===== src/rtl/sdlc_rxbuf_pkg.sv =====
package sdlc_rxbuf_pkg;

    localparam int BYTE_W        = 8;
    localparam int ADDR_CEIL_DEF = 191;

    // One beat of the deserializer interface, packed for the engine
    typedef struct packed {
        logic              sof;
        logic              ctl;
        logic              dat;
        logic              eof;
        logic [BYTE_W-1:0] data;
    } rx_beat_t;

endpackage


===== src/rtl/sdlc_rxbuf_regs.sv =====
module sdlc_rxbuf_regs #(
    parameter int ADDR_W = 8,
    parameter int LEN_W  = 8,
    parameter int DATA_W = 8
) (
    input  logic              clk,
    input  logic              rst_n,
    input  logic              wr_start,
    input  logic              wr_len,
    input  logic              wr_enable,
    input  logic [DATA_W-1:0] wdata,
    input  logic              en_clear,
    output logic [ADDR_W-1:0] start_addr,
    output logic [LEN_W-1:0]  buf_len,
    output logic              rx_en
);

    typedef struct packed {
        logic [ADDR_W-1:0] start;
        logic [LEN_W-1:0]  len;
        logic              en;
    } cfg_t;

    cfg_t cfg_d, cfg_q;

    always_comb begin
        cfg_d = cfg_q;
        // configuration is frozen while reception is armed
        if (wr_start && !cfg_q.en) cfg_d.start = wdata[ADDR_W-1:0];
        if (wr_len && !cfg_q.en)   cfg_d.len   = wdata[LEN_W-1:0];
        if (wr_enable)             cfg_d.en    = wdata[0];
        // a closing frame or buffer end wins over a CPU set
        if (en_clear)              cfg_d.en    = 1'b0;
    end

    always_ff @(posedge clk or negedge rst_n) begin
        if (!rst_n) cfg_q <= '0;
        else        cfg_q <= cfg_d;
    end

    assign start_addr = cfg_q.start;
    assign buf_len    = cfg_q.len;
    assign rx_en      = cfg_q.en;


    len_frozen_chk: assert property (@(posedge clk) disable iff (!rst_n)
        $past(cfg_q.en) |-> $stable(cfg_q.len));


    start_frozen_chk: assert property (@(posedge clk) disable iff (!rst_n)
        $past(cfg_q.en) |-> $stable(cfg_q.start));

endmodule


===== src/rtl/sdlc_rxbuf_engine.sv =====
module sdlc_rxbuf_engine
    import sdlc_rxbuf_pkg::*;
#(
    parameter int ADDR_W    = 8,
    parameter int LEN_W     = 8,
    parameter int ADDR_CEIL = ADDR_CEIL_DEF
) (
    input  logic              clk,
    input  logic              rst_n,
    input  rx_beat_t          beat,
    input  logic              rx_en,
    input  logic [ADDR_W-1:0] start_addr,
    input  logic [LEN_W-1:0]  buf_len,
    output logic              en_clear,
    output logic [LEN_W-1:0]  rx_len,
    output logic [BYTE_W-1:0] ctrl_byte,
    output logic [LEN_W-1:0]  remain,
    output logic              buf_end,
    output logic              overrun,
    output logic              frame_done,
    output logic              ram_we,
    output logic [ADDR_W-1:0] ram_addr,
    output logic [BYTE_W-1:0] ram_wdata
);

    localparam logic [ADDR_W-1:0] CEIL_A  = ADDR_W'(ADDR_CEIL);
    localparam logic [LEN_W-1:0]  LEN_ONE = LEN_W'(1);
    localparam logic [ADDR_W-1:0] PTR_ONE = ADDR_W'(1);

    typedef struct packed {
        logic              active;
        logic [ADDR_W-1:0] ptr;
        logic [LEN_W-1:0]  rem;
        logic [LEN_W-1:0]  cnt;
        logic [LEN_W-1:0]  rxlen;
        logic [BYTE_W-1:0] ctrl;
        logic              bend;
        logic              ovr;
        logic              done;
        logic              we;
        logic [ADDR_W-1:0] waddr;
        logic [BYTE_W-1:0] wdata;
    } eng_t;

    eng_t st_d, st_q;
    logic clr_d;
    logic last_slot;

    // the slot about to be written is the final one allowed
    assign last_slot = (st_q.rem == LEN_ONE) || (st_q.ptr == CEIL_A);

    always_comb begin
        st_d      = st_q;
        st_d.done = 1'b0;
        st_d.we   = 1'b0;
        clr_d     = 1'b0;

        if (beat.sof && rx_en) begin
            st_d.active = 1'b1;
            st_d.ptr    = start_addr;
            st_d.rem    = buf_len;
            st_d.cnt    = '0;
            st_d.ovr    = 1'b0;
            st_d.bend   = (buf_len == '0) || (start_addr > CEIL_A);
            clr_d       = st_d.bend;
        end else if (st_q.active) begin
            if (beat.ctl) st_d.ctrl = beat.data;

            if (beat.dat) begin
                if (!st_q.bend) begin
                    st_d.we    = 1'b1;
                    st_d.waddr = st_q.ptr;
                    st_d.wdata = beat.data;
                    st_d.rem   = st_q.rem - LEN_ONE;
                    st_d.cnt   = st_q.cnt + LEN_ONE;
                    if (last_slot) begin
                        st_d.bend = 1'b1;
                        clr_d     = 1'b1;
                    end else begin
                        st_d.ptr  = st_q.ptr + PTR_ONE;
                    end
                end else begin
                    st_d.ovr = 1'b1;
                end
            end

            if (beat.eof) begin
                st_d.rxlen  = st_d.cnt;
                st_d.done   = 1'b1;
                st_d.active = 1'b0;
                clr_d       = 1'b1;
            end
        end
    end

    always_ff @(posedge clk or negedge rst_n) begin
        if (!rst_n) st_q <= '0;
        else        st_q <= st_d;
    end

    assign en_clear   = clr_d;
    assign rx_len     = st_q.rxlen;
    assign ctrl_byte  = st_q.ctrl;
    assign remain     = st_q.rem;
    assign buf_end    = st_q.bend;
    assign overrun    = st_q.ovr;
    assign frame_done = st_q.done;
    assign ram_we     = st_q.we;
    assign ram_addr   = st_q.waddr;
    assign ram_wdata  = st_q.wdata;


    ceiling_chk: assert property (@(posedge clk) disable iff (!rst_n)
        st_q.we |-> (st_q.waddr <= CEIL_A));


    remain_step_chk: assert property (@(posedge clk) disable iff (!rst_n)
        st_q.we |-> (st_q.rem == $past(st_q.rem) - LEN_ONE));


    overrun_needs_end_chk: assert property (@(posedge clk) disable iff (!rst_n)
        st_q.ovr |-> st_q.bend);


    done_pulse_chk: assert property (@(posedge clk) disable iff (!rst_n)
        st_q.done |=> !st_q.done);

endmodule


===== src/rtl/sdlc_rxbuf_dma.sv =====
module sdlc_rxbuf_dma
    import sdlc_rxbuf_pkg::*;
#(
    parameter int ADDR_W    = 8,
    parameter int LEN_W     = 8,
    parameter int ADDR_CEIL = ADDR_CEIL_DEF
) (
    input  logic              clk,
    input  logic              rst_n,
    input  logic              cpu_wr_start,
    input  logic              cpu_wr_len,
    input  logic              cpu_wr_enable,
    input  logic [BYTE_W-1:0] cpu_wdata,
    input  logic              rx_sof,
    input  logic              rx_ctl_vld,
    input  logic              rx_dat_vld,
    input  logic              rx_eof,
    input  logic [BYTE_W-1:0] rx_byte,
    output logic [ADDR_W-1:0] start_addr_o,
    output logic [LEN_W-1:0]  buf_len_o,
    output logic [LEN_W-1:0]  rx_len_o,
    output logic [BYTE_W-1:0] ctrl_byte_o,
    output logic [LEN_W-1:0]  remain_o,
    output logic              rx_en_o,
    output logic              buf_end_o,
    output logic              overrun_o,
    output logic              frame_done_o,
    output logic              ram_we_o,
    output logic [ADDR_W-1:0] ram_addr_o,
    output logic [BYTE_W-1:0] ram_wdata_o
);

    rx_beat_t beat;
    logic     en_clear;

    assign beat = '{sof: rx_sof, ctl: rx_ctl_vld, dat: rx_dat_vld,
                    eof: rx_eof, data: rx_byte};

    sdlc_rxbuf_regs #(
        .ADDR_W (ADDR_W),
        .LEN_W  (LEN_W),
        .DATA_W (BYTE_W)
    ) u_regs (
        .clk        (clk),
        .rst_n      (rst_n),
        .wr_start   (cpu_wr_start),
        .wr_len     (cpu_wr_len),
        .wr_enable  (cpu_wr_enable),
        .wdata      (cpu_wdata),
        .en_clear   (en_clear),
        .start_addr (start_addr_o),
        .buf_len    (buf_len_o),
        .rx_en      (rx_en_o)
    );

    sdlc_rxbuf_engine #(
        .ADDR_W    (ADDR_W),
        .LEN_W     (LEN_W),
        .ADDR_CEIL (ADDR_CEIL)
    ) u_engine (
        .clk        (clk),
        .rst_n      (rst_n),
        .beat       (beat),
        .rx_en      (rx_en_o),
        .start_addr (start_addr_o),
        .buf_len    (buf_len_o),
        .en_clear   (en_clear),
        .rx_len     (rx_len_o),
        .ctrl_byte  (ctrl_byte_o),
        .remain     (remain_o),
        .buf_end    (buf_end_o),
        .overrun    (overrun_o),
        .frame_done (frame_done_o),
        .ram_we     (ram_we_o),
        .ram_addr   (ram_addr_o),
        .ram_wdata  (ram_wdata_o)
    );


    end_drops_enable_chk: assert property (@(posedge clk) disable iff (!rst_n)
        $rose(buf_end_o) |-> !rx_en_o);

endmodule


===== config.mk =====
export PLATFORM = sky130hd
export DESIGN_NAME = sdlc_rxbuf_dma
export DESIGN_NICKNAME = d
export VERILOG_FILES = /design/src/rtl/sdlc_rxbuf_pkg.sv /design/src/rtl/sdlc_rxbuf_regs.sv /design/src/rtl/sdlc_rxbuf_engine.sv /design/src/rtl/sdlc_rxbuf_dma.sv
export SDC_FILE = /design/constraint.sdc
export NUM_CORES = 1
export LEC_CHECK = 0
export ABC_AREA = 1
export BUFFER_PORTS_ARGS = -buffer_cell sky130_fd_sc_hd__buf_4
export CORE_UTILIZATION = 40
export CTS_CLUSTER_DIAMETER = 80
export DETAILED_ROUTE_END_ITERATION = 10
export MAX_ROUTING_LAYER = met4
export PLACE_DENSITY_LB_ADDON = 0.08
export SYNTH_ARGS = -nofsm -noshare
export SYNTH_HDL_FRONTEND = slang
export SYNTH_SLANG_ARGS = --single-unit

===== constraint.sdc =====
create_clock -name clk -period 1.9 [get_ports clk]
set_clock_uncertainty 0.15 [all_clocks]
set_input_delay 0.19 -clock clk [delete_from_list [all_inputs] [get_ports clk]]
set_output_delay 0.19 -clock clk [all_outputs]
set_load 0.05 [all_outputs]

# Word level (Yosys, flattened, before mapping)

Index checks and enable logic that the tools add are counted.

Memories kept: 0
Logic and storage cells: 67
Output and inout bits: 61
Bits in writable memories: 0
Register bits after elaboration: 78
Bits in latches: 0
ROM bits: 0

Reduce and logical (&&, ||, !) cells: 18
Muxes and demuxes: 24
Bitwise operators: 2
Shift-type cells: 0
Divide/modulo/power cells: 0
Order comparisons: 1
$add $sub $neg: 3
Eq/ne operators: 4
Multiply operators: 0

Operator list:

| kind                                                               | count |
|---|---|
| 61-bit 2-to-1 mux                                                  | 1 |
| 24-bit 2-to-1 mux                                                  | 2 |
| 17-bit 2-to-1 mux                                                  | 2 |
| 25-bit 2-to-1 mux                                                  | 1 |
| 8-bit 2-to-1 mux                                                   | 3 |
| 18-bit 2-to-1 mux                                                  | 1 |
| 8-bit by 1-bit adder with 8-bit output, second input constant      | 2 |
| 1-bit 2-to-1 mux                                                   | 12 |
| 3-bit AND reduction                                                | 4 |
| 8-bit by 1-bit == test with 1-bit output, second input constant    | 1 |
| 8-bit == test, second input constant                               | 1 |
| 8-bit > comparator, second input constant                          | 1 |
| 8-bit zero test                                                    | 1 |
| 4-bit AND reduction                                                | 2 |
| 2-bit nonzero test                                                 | 4 |
| 8-bit by 1-bit subtractor with 8-bit output, second input constant | 1 |
| 2-bit 2-to-1 mux                                                   | 2 |
| 2-bit inequality test, second input constant                       | 2 |
| 1-bit logical AND                                                  | 3 |
| 1-bit logical OR                                                   | 2 |
| 1-bit NOT                                                          | 2 |
| 2-bit AND reduction                                                | 1 |
| 1-bit zero test                                                    | 1 |

# Logic depth before layout (Yosys ltp)

Gate-level depths: netlist of the first run.

Depth after elaboration: 9
Depth in mapped cells: 10

# By module

Synthesis of the first run repeated with hierarchy kept, for this count alone.

Cell total of the unflattened synthesis: 505
Area, all modules: 4096.4 sq um

Modules (own cells, without submodules):

| module            | cells each | area each (sq um) | instances |
|---|---|---|---|
| sdlc_rxbuf_engine | 429        | 3360.7            | 1 |
| sdlc_rxbuf_regs   | 76         | 735.7             | 1 |

# Worst setup path before layout of the first run

Ideal clock, no wire load.

Path kind: register to register
Start point: register u_regs.cfg_q (netlist bit u_regs.rx_en)
End point: register u_engine.st_q (netlist bit u_engine.rx_len[2])
Stages on the path, launching flop included: 7
Data arrival time: 1362 ps
Path buffers: 1
Data required time: 1627 ps
Path slack: 264 ps
Setup time: 123 ps
Cells stage by stage: dfrtp_1 -> nand2_2 -> nand2_1 -> inv_2 -> nand2_2 -> buf_2 -> o21ai_1

Longest elaborated chain between the ends: 3

RTL lines:

| element                       | line                    | RTL |
|---|---|---|
| start, declared               | sdlc_rxbuf_regs.sv:24   | `cfg_t cfg_d, cfg_q;` |
| start signal, assigned        | sdlc_rxbuf_regs.sv:38   | `else cfg_q <= cfg_d;` |
| 1-bit logical AND             | sdlc_rxbuf_engine.sv:58 | `if (beat.sof && rx_en) begin` |
| 1-bit NOT (no line)           | --                      |  |
| 3-bit AND reduction (no line) | --                      |  |
| end signal, assigned          | sdlc_rxbuf_engine.sv:98 | `else st_q <= st_d;` |
| end, declared                 | sdlc_rxbuf_engine.sv:45 | `eng_t st_d, st_q;` |

No other way between the ends.
A chain may end at the register's enable or synchronous reset.

# Worst setup path in the final report of the first run

Start point: register u_engine.st_q[52] (netlist bit)
End point: register u_engine.st_q[53] (netlist bit)

Longest elaborated chain between the ends: 6

RTL lines:

| element                                | line                    | RTL |
|---|---|---|
| 8-bit by 1-bit adder with 8-bit output | sdlc_rxbuf_engine.sv:80 | `st_d.ptr = st_q.ptr + PTR_ONE;` |
| 8-bit 2-to-1 mux                       | sdlc_rxbuf_engine.sv:76 | `if (last_slot) begin` |
| 24-bit 2-to-1 mux                      | sdlc_rxbuf_engine.sv:70 | `if (!st_q.bend) begin` |
| 24-bit 2-to-1 mux                      | sdlc_rxbuf_engine.sv:69 | `if (beat.dat) begin` |
| 61-bit 2-to-1 mux                      | sdlc_rxbuf_engine.sv:66 | `end else if (st_q.active) begin` |
| 25-bit 2-to-1 mux                      | sdlc_rxbuf_engine.sv:58 |  |

Parallel ways exist; a longest one is shown, timed or not. The select of a mux whose other input is x is not followed.

==> flow_summary.json, run 1 <==
{
  "status": "complete, no violations",
  "ys_warn_count": 0,
  "core_sq_um": 9370,
  "port_buffers": 85,
  "final_hold_viol_count": 0,
  "num_vias": 3173,
  "holdCritPathClass": "input port to register",
  "cts_tree": "done",
  "p_sw_share_pct": 47.9,
  "final_nets": 580,
  "min_from": "rx_sof",
  "p_seq_share_pct": 35.9,
  "clock_latency_ps": 350,
  "cts_buffers": 9,
  "combPwrFrac_pct": 48.0,
  "num_antenna_cells": 0,
  "path_clk_slew_ps": 80,
  "required_ps": 1990,
  "arrival_ps": 1790,
  "hold_path_depth": 3,
  "grt_remaining_overflow": 0,
  "grt_pass1_wl_um": 14800,
  "holdPathEnd": "u_engine.overrun",
  "ant_nets": 0,
  "p_int_uw": 3620,
  "tightest_slew_ps": 457,
  "cts_buffer_depth": 2,
  "final.min_clock_period_ps": 1700,
  "grt_usage_pct": 19.3,
  "yosysSeqAreaShare_pct": 49.7,
  "period_share_pct": 89.5,
  "clock_sinks": 78,
  "fin_ws_ps": 200,
  "rsz0062_at_grt": "no",
  "crit_path_end_kind": "register",
  "p_clk_share_pct": 16.1,
  "post-cts-setup-buffers": 0,
  "reg2reg_slack_ps": 200,
  "p_sw_uw": 3330,
  "final_cell_mix": "nand2_1, buf_4, dfrtp_1",
  "drive_above_1_share_pct": 23.7,
  "synthCells": 477,
  "die_y_um": 101,
  "layout_commonest_cell": "nand2_1",
  "drc": 0,
  "multi_input_area_sq_um": 1390,
  "fp-row-count": 35,
  "place_ws_ps": 146,
  "start_util_pct": 41.9,
  "reg2reg_to": "u_engine.st_q[53]",
  "rr_startpoint": "u_engine.st_q[52]",
  "first_global_vias": 3071,
  "drt_iter0_drc": 97,
  "synth_top_area_cell": "dfrtp_1",
  "die-area_sq_um": 10200,
  "antenna_found_initial": 0,
  "critical_path.max_fanout": 10,
  "cts_max_level": 3,
  "slowest_delay_ps": 420,
  "die_w_um": 101,
  "drv_slew": 0,
  "synth.distinct_cells": 27,
  "ios": 86,
  "crit_top_cell": "nand2_1",
  "worst_path_max_delay_cell": "dfrtp_1",
  "hpwl_um": 6430,
  "drv_cap": 0,
  "ir_drop_mv": 0.732,
  "avgSynthCellArea_sq_um": 8.23,
  "setup-tns-final_ps": 0,
  "final-setup-viol-count": 0,
  "power_density_nw_per_um2": 1440,
  "relSlewSlack_pct": 69.5,
  "synth.cell_area_sq_um": 3920,
  "vias_per_cell": 4.63,
  "leakagePower_uw": 0.00250,
  "synth_seq_cells": 78,
  "globalplace.congestion": 0.849,
  "drt_first_pass_iters": 4,
  "path_cells": "ha_1, nand2_1, nor2_1, nand2_1, nand3_2, nand2_4, inv_1, nand2_1, o21ai_0",
  "routed_wl_um": 8860,
  "startpoint_type": "register",
  "synth.area.top_cells": "dfrtp_1, nand2_1, buf_4, o21ai_0, inv_1",
  "cts_root_buf": "clkbuf_8",
  "r2r_cells": 9,
  "area_delta_synth_final_pct": 22.8,
  "regArea_sq_um": 1950,
  "nFillCells": 937,
  "wire_per_inst_um": 12.9,
  "max_freq_mhz": 588,
  "synth_nets": 506,
  "synth.top_cell.area_share_pct": 49.7,
  "grt_start_max_net_pins": 41,
  "worst-setup-path-type": "register to register"
}
==> Yosys cell counts <==
| cell type | instances |
|---|---|
| o211ai_2 | 2 |
| a21oi_1 | 4 |
| o22ai_1 | 4 |
| nor2_1 | 28 |
| nand2_2 | 6 |
| clkbuf_1 | 3 |
| buf_6 | 3 |
| dfrtp_1 | 78 |
| o21ai_2 | 5 |
| nand4_1 | 4 |
| inv_1 | 54 |
| nand3_1 | 28 |
| nand3_2 | 1 |
| o21ai_1 | 9 |
| inv_2 | 3 |
| o21ai_0 | 44 |
| nand2_1 | 135 |
| nor3_1 | 3 |
| o221ai_1 | 3 |
| nor2_4 | 2 |
| ha_1 | 4 |
| buf_2 | 5 |
| nor2_2 | 2 |
| a22oi_1 | 1 |
| xor2_1 | 4 |
| buf_4 | 41 |
| o21a_1 | 1 |
==> through the flow <==
step	power [uW]	util [%]	area, sq um	cells	hold slack (ps)
final	6950	51.4	4820	685	44.6
after global routing	7380	51.4	4820	685	60.6
after CTS	7020	51.3	4810	685	28.8
after detailed placement	5840	47.4	4440	650	-71.5
after global placement	5820	47.4	4440	650	-68.6
after floorplan	5270	-	3920	477	-256
==> worst max-delay path, delay by kind of cell (launching register included) <==
kind,cells,cell delay (ps)
and+or+nand+nor,6,620
DFF,1,420
adders and majority gates,1,230
buffers and inverters,1,100
AOI/OAI and AO/OA,1,70
==> cells by family (layout without fill, tap and decap cells) <==
logic type | count (synthesis) | count (layout) | share of synthesized area (%)
AO/OA/AOI/OAI | 73 | 73 | 10.7
XOR/XNOR | 4 | 4 | 0.893
adder cells (fa/ha/maj) | 4 | 4 | 1.28
buffers and inverters | 109 | 188 | 15.1
flip-flops | 78 | 78 | 49.7
AND/OR/NAND/NOR | 209 | 209 | 22.3
==> metal layers <==
metal	wire [um]	track usage, %	share of wire (%)	up-vias
met5	0	-	0	-
met4	108	6.69	1.2	0
met3	464	3.61	5.2	13
met2	3880	29.5	44	87
met1	4410	25.7	50	1452
li1	-	-	-	1621
==> power groups by stage <==
stage                     Clock, uW  Sequential [uW]  Combinational (uW)
after floorplan                   0             2720                2550
after global placement            0             2510                3310
after detailed placement          0             2520                3320
after CTS                      1170             2500                3360
after global routing           1230             2560                3590
final                          1120             2490                3340
==> how the worst max path moves through the flow <==
stage                              end  slack [ps]               from
floorplan           u_engine.rx_len[2]         260       u_regs.rx_en
global placement    u_engine.rx_len[5]         140       u_regs.rx_en
detailed placement  u_engine.rx_len[5]         150       u_regs.rx_en
CTS                 u_engine.rx_len[5]         130       u_regs.rx_en
global route         u_engine.st_q[58]          30  u_engine.st_q[52]
finish               u_engine.st_q[53]         200  u_engine.st_q[52]
==> registers in the layout (all words and copies together), names as in the netlist <==
| name | cells |
|---|---|
| u_engine.remain | 8 |
| u_regs.buf_len | 8 |
| u_engine.st_q | 17 |
| u_engine.frame_done | 1 |
| u_engine.rx_len | 8 |
| u_regs.start_addr | 8 |
| u_engine.buf_end | 1 |
| u_engine.ram_addr | 8 |
| u_engine.overrun | 1 |
| u_engine.ram_wdata | 8 |
| u_engine.ram_we | 1 |
| u_engine.ctrl_byte | 8 |
| u_regs.rx_en | 1 |
==> cell type report <==
cell class | instances | area share [%]
clock buffer | 11 | 2.94
inverter | 57 | 4.44
multi-input combinational | 290 | 28.9
sequential | 78 | 40.5
tap | 129 | 3.35
clock inverter | 5 | 0.727
timing repair buffer | 115 | 19.2
==> timing repair <==
| action | in CTS | in global routing |
|---|---|---|
| hold buffers | 19 | 0 |
| endpoints found under the setup margin | 0 | 5 |
| hold endpoints to repair | 112 | 0 |
| resized for setup | 0 | 2 |
Note: power is estimated with default switching activity, not from simulation.
==> inputs of run 2 (changes only) <==
Settings changed: BUFFER_PORTS_ARGS -buffer_cell sky130_fd_sc_hd__buf_4 to not set, DONT_BUFFER_PORTS set to 1, SETUP_SLACK_MARGIN set to 0.3.
Clock period 1.9 ns to 1.5 ns, I/O delays scaled along.
==> run 2 against run 1 <==
- design area is 32% higher
- non-clock buffer count is 28 higher
- wire length is 25% higher
- flip-flop and latch count stayed put
- critical path depth is 1 lower
- sequential power is 57% higher
- the run now ends with negative hold slack, negative setup slack left
- global-route usage is 2.8 points higher
- fmax is 12% higher
==> flow_summary.json, run 2 (synthesis gave the netlist of run 1 again) <==
{
  "path_cells": "nand2_4, buf_12, nand2_8, clkinv_8, nand2_8, buf_4, nand2_1, nor3_1",
  "path_clk_slew_ps": 90,
  "worst_path_max_delay_cell": "dfrtp_2",
  "final.min_clock_period_ps": 1520,
  "clock_latency_ps": 360,
  "slowest_delay_ps": 410,
  "startpoint_type": "register",
  "antenna_found_initial": 0,
  "first_global_vias": 3470,
  "drc": 0,
  "status": "finished with violations",
  "core_sq_um": 9370,
  "num_antenna_cells": 0,
  "worst-setup-path-type": "register to register",
  "period_share_pct": 101,
  "die_w_um": 101,
  "cts_root_buf": "clkbuf_8",
  "hpwl_um": 6520,
  "drv_slew": 0,
  "max_freq_mhz": 658,
  "die-area_sq_um": 10200,
  "grt_usage_pct": 22.2,
  "fin_area_sq_um": 6350,
  "ir_drop_mv": 0.919,
  "globalplace.congestion": 0.891,
  "cts_max_level": 3,
  "final_hold_viol_count": 78,
  "tightest_slew_ps": 485,
  "vias_per_cell": 4.86,
  "largest_reg_flops": 17,
  "whs_ps": -669,
  "total_power_uw": 11000,
  "final_cell_mix": "nand2_1, dfrtp_1, buf_4",
  "area_delta_synth_final_pct": 61.9,
  "crit_top_cell": "nand2_8",
  "critical_path.max_fanout": 4,
  "clock_sinks": 78,
  "layout_commonest_cell": "nand2_1",
  "crit_path_end_kind": "register",
  "cts_tree": "done",
  "grt_pass1_wl_um": 16800,
  "arrival_ps": 1620,
  "required_ps": 1600,
  "final_nets": 614,
  "drv_cap": 0,
  "violations": "negative hold slack, negative setup slack",
  "placed_cells": 627,
  "final-setup-viol-count": 1,
  "holdCritPathClass": "input port to asynchronous set/reset pin",
  "start_util_pct": 41.9,
  "port_buffers": 0,
  "drive_above_1_share_pct": 54.2,
  "final_cell_count_no_fill": 719,
  "drt_iter0_drc": 93,
  "placed_area_sq_um": 4350,
  "relSlewSlack_pct": 67.6,
  "cts_buffer_depth": 2,
  "ant_nets": 0,
  "drt_first_pass_iters": 4,
  "grt_start_max_net_pins": 79,
  "wire_per_inst_um": 15.4,
  "routed_wl_um": 11000,
  "fin_ws_ps": -20.1,
  "die_y_um": 101,
  "num_vias": 3496,
  "hold_buffers": 21,
  "cts_buffers": 9,
  "cp_top_family": "simple AND/OR/NAND/NOR gates",
  "largest-register": "u_engine.st_q",
  "crit_buf_inv": 3,
  "power_density_nw_per_um2": 1730,
  "fp-row-count": 35,
  "grt_remaining_overflow": 0,
  "rsz0062_at_grt": "yes",
  "ios": 86,
  "leakagePower_uw": 0.00298
}
[run 2: cell count changes in the layout (fill, tap and decap cells not counted), moves of 11 or more]
cell | previous run | this run
nor2_4 | 2 | 14
nand2_1 | 135 | 66
buf_4 | 95 | 51
nand2_2 | 4 | 48
dfrtp_1 | 78 | 56
o21ai_0 | 44 | 1
buf_6 | 0 | 50
o21ai_1 | 9 | 31
o21ai_2 | 5 | 25
nand2_4 | 2 | 23
buf_12 | 1 | 12
dfrtp_2 | 0 | 22
nor2_1 | 28 | 15
[run 2: worst paths after layout]
kind / start / endpoint / slack [ps] / cells after the start
worst max-delay path: u_regs.rx_en / u_regs.rx_en / -20 / 8
worst min-delay path: rst_n / u_engine.rx_len[4] / -670 / 0
worst max register to register: u_regs.rx_en / u_regs.rx_en / -20 / 8
worst min register to register: u_engine.ram_addr[7] / u_engine.ram_addr[7] / 370 / 2
max in group asynchronous: rst_n / u_regs.buf_len[5] / 1740 / 0
min in group clk: rx_sof / u_engine.remain[5] / 70 / 4
[run 2: what timing repair did]
item	4_1_cts	5_1_grt
gates resized for setup	162	145
buffers inserted	26	19
endpoints found under the hold margin	121	78
cloned	5	5
setup endpoints to repair	137	132
pin swaps	21	39
[run 2: cell type report]
type,instances,area [sq um]
multi-input cells,296,2180
inverters,57,249
clock buffers,10,128
repair buffers,143,1560
fillers,723,3020
flip-flops and latches,78,1980
clock inverters,6,86.3
well taps,129,161
[run 2: per-stage QoR]
step | hold WS (ps) | TNS, ps | utilization [%] | setup WS (ps)
5_1_grt | -689 | -627 | 67.8 | -102
3_5_place_dp | -294 | -1200 | 46.4 | -88.7
3_3_place_gp | -294 | -822 | 46.4 | -60.2
6_report | -669 | -20.1 | 67.8 | -20.1
4_1_cts | -686 | 0 | 59.7 | 3.40
2_1_floorplan | -296 | 0 | - | 52.8
[run 2: layer usage]
layer | GRT usage, % | routed length (um) | up-vias
met4 | 7.92 | 161 | 0
met3 | 4.37 | 559 | 15
met1 | 27.5 | 4800 | 1678
met2 | 35.9 | 5520 | 90
met5 | - | 0 | -
li1 | - | - | 1713
[run 2: power breakdown]
part | leakage [uW] | internal, uW | switching (uW)
clock | 0.000106 | 935 | 804
combinational | 0.00189 | 2280 | 3040
sequential | 0.000981 | 2720 | 1180
[run 2: worst reg2reg max path, delay by kind of cell, from the launching register on]
| family | cells | cell delay [ps] |
|---|---|---|
| DFF | 1 | 410 |
| buffers and inverters | 3 | 350 |
| and+or+nand+nor | 5 | 530 |
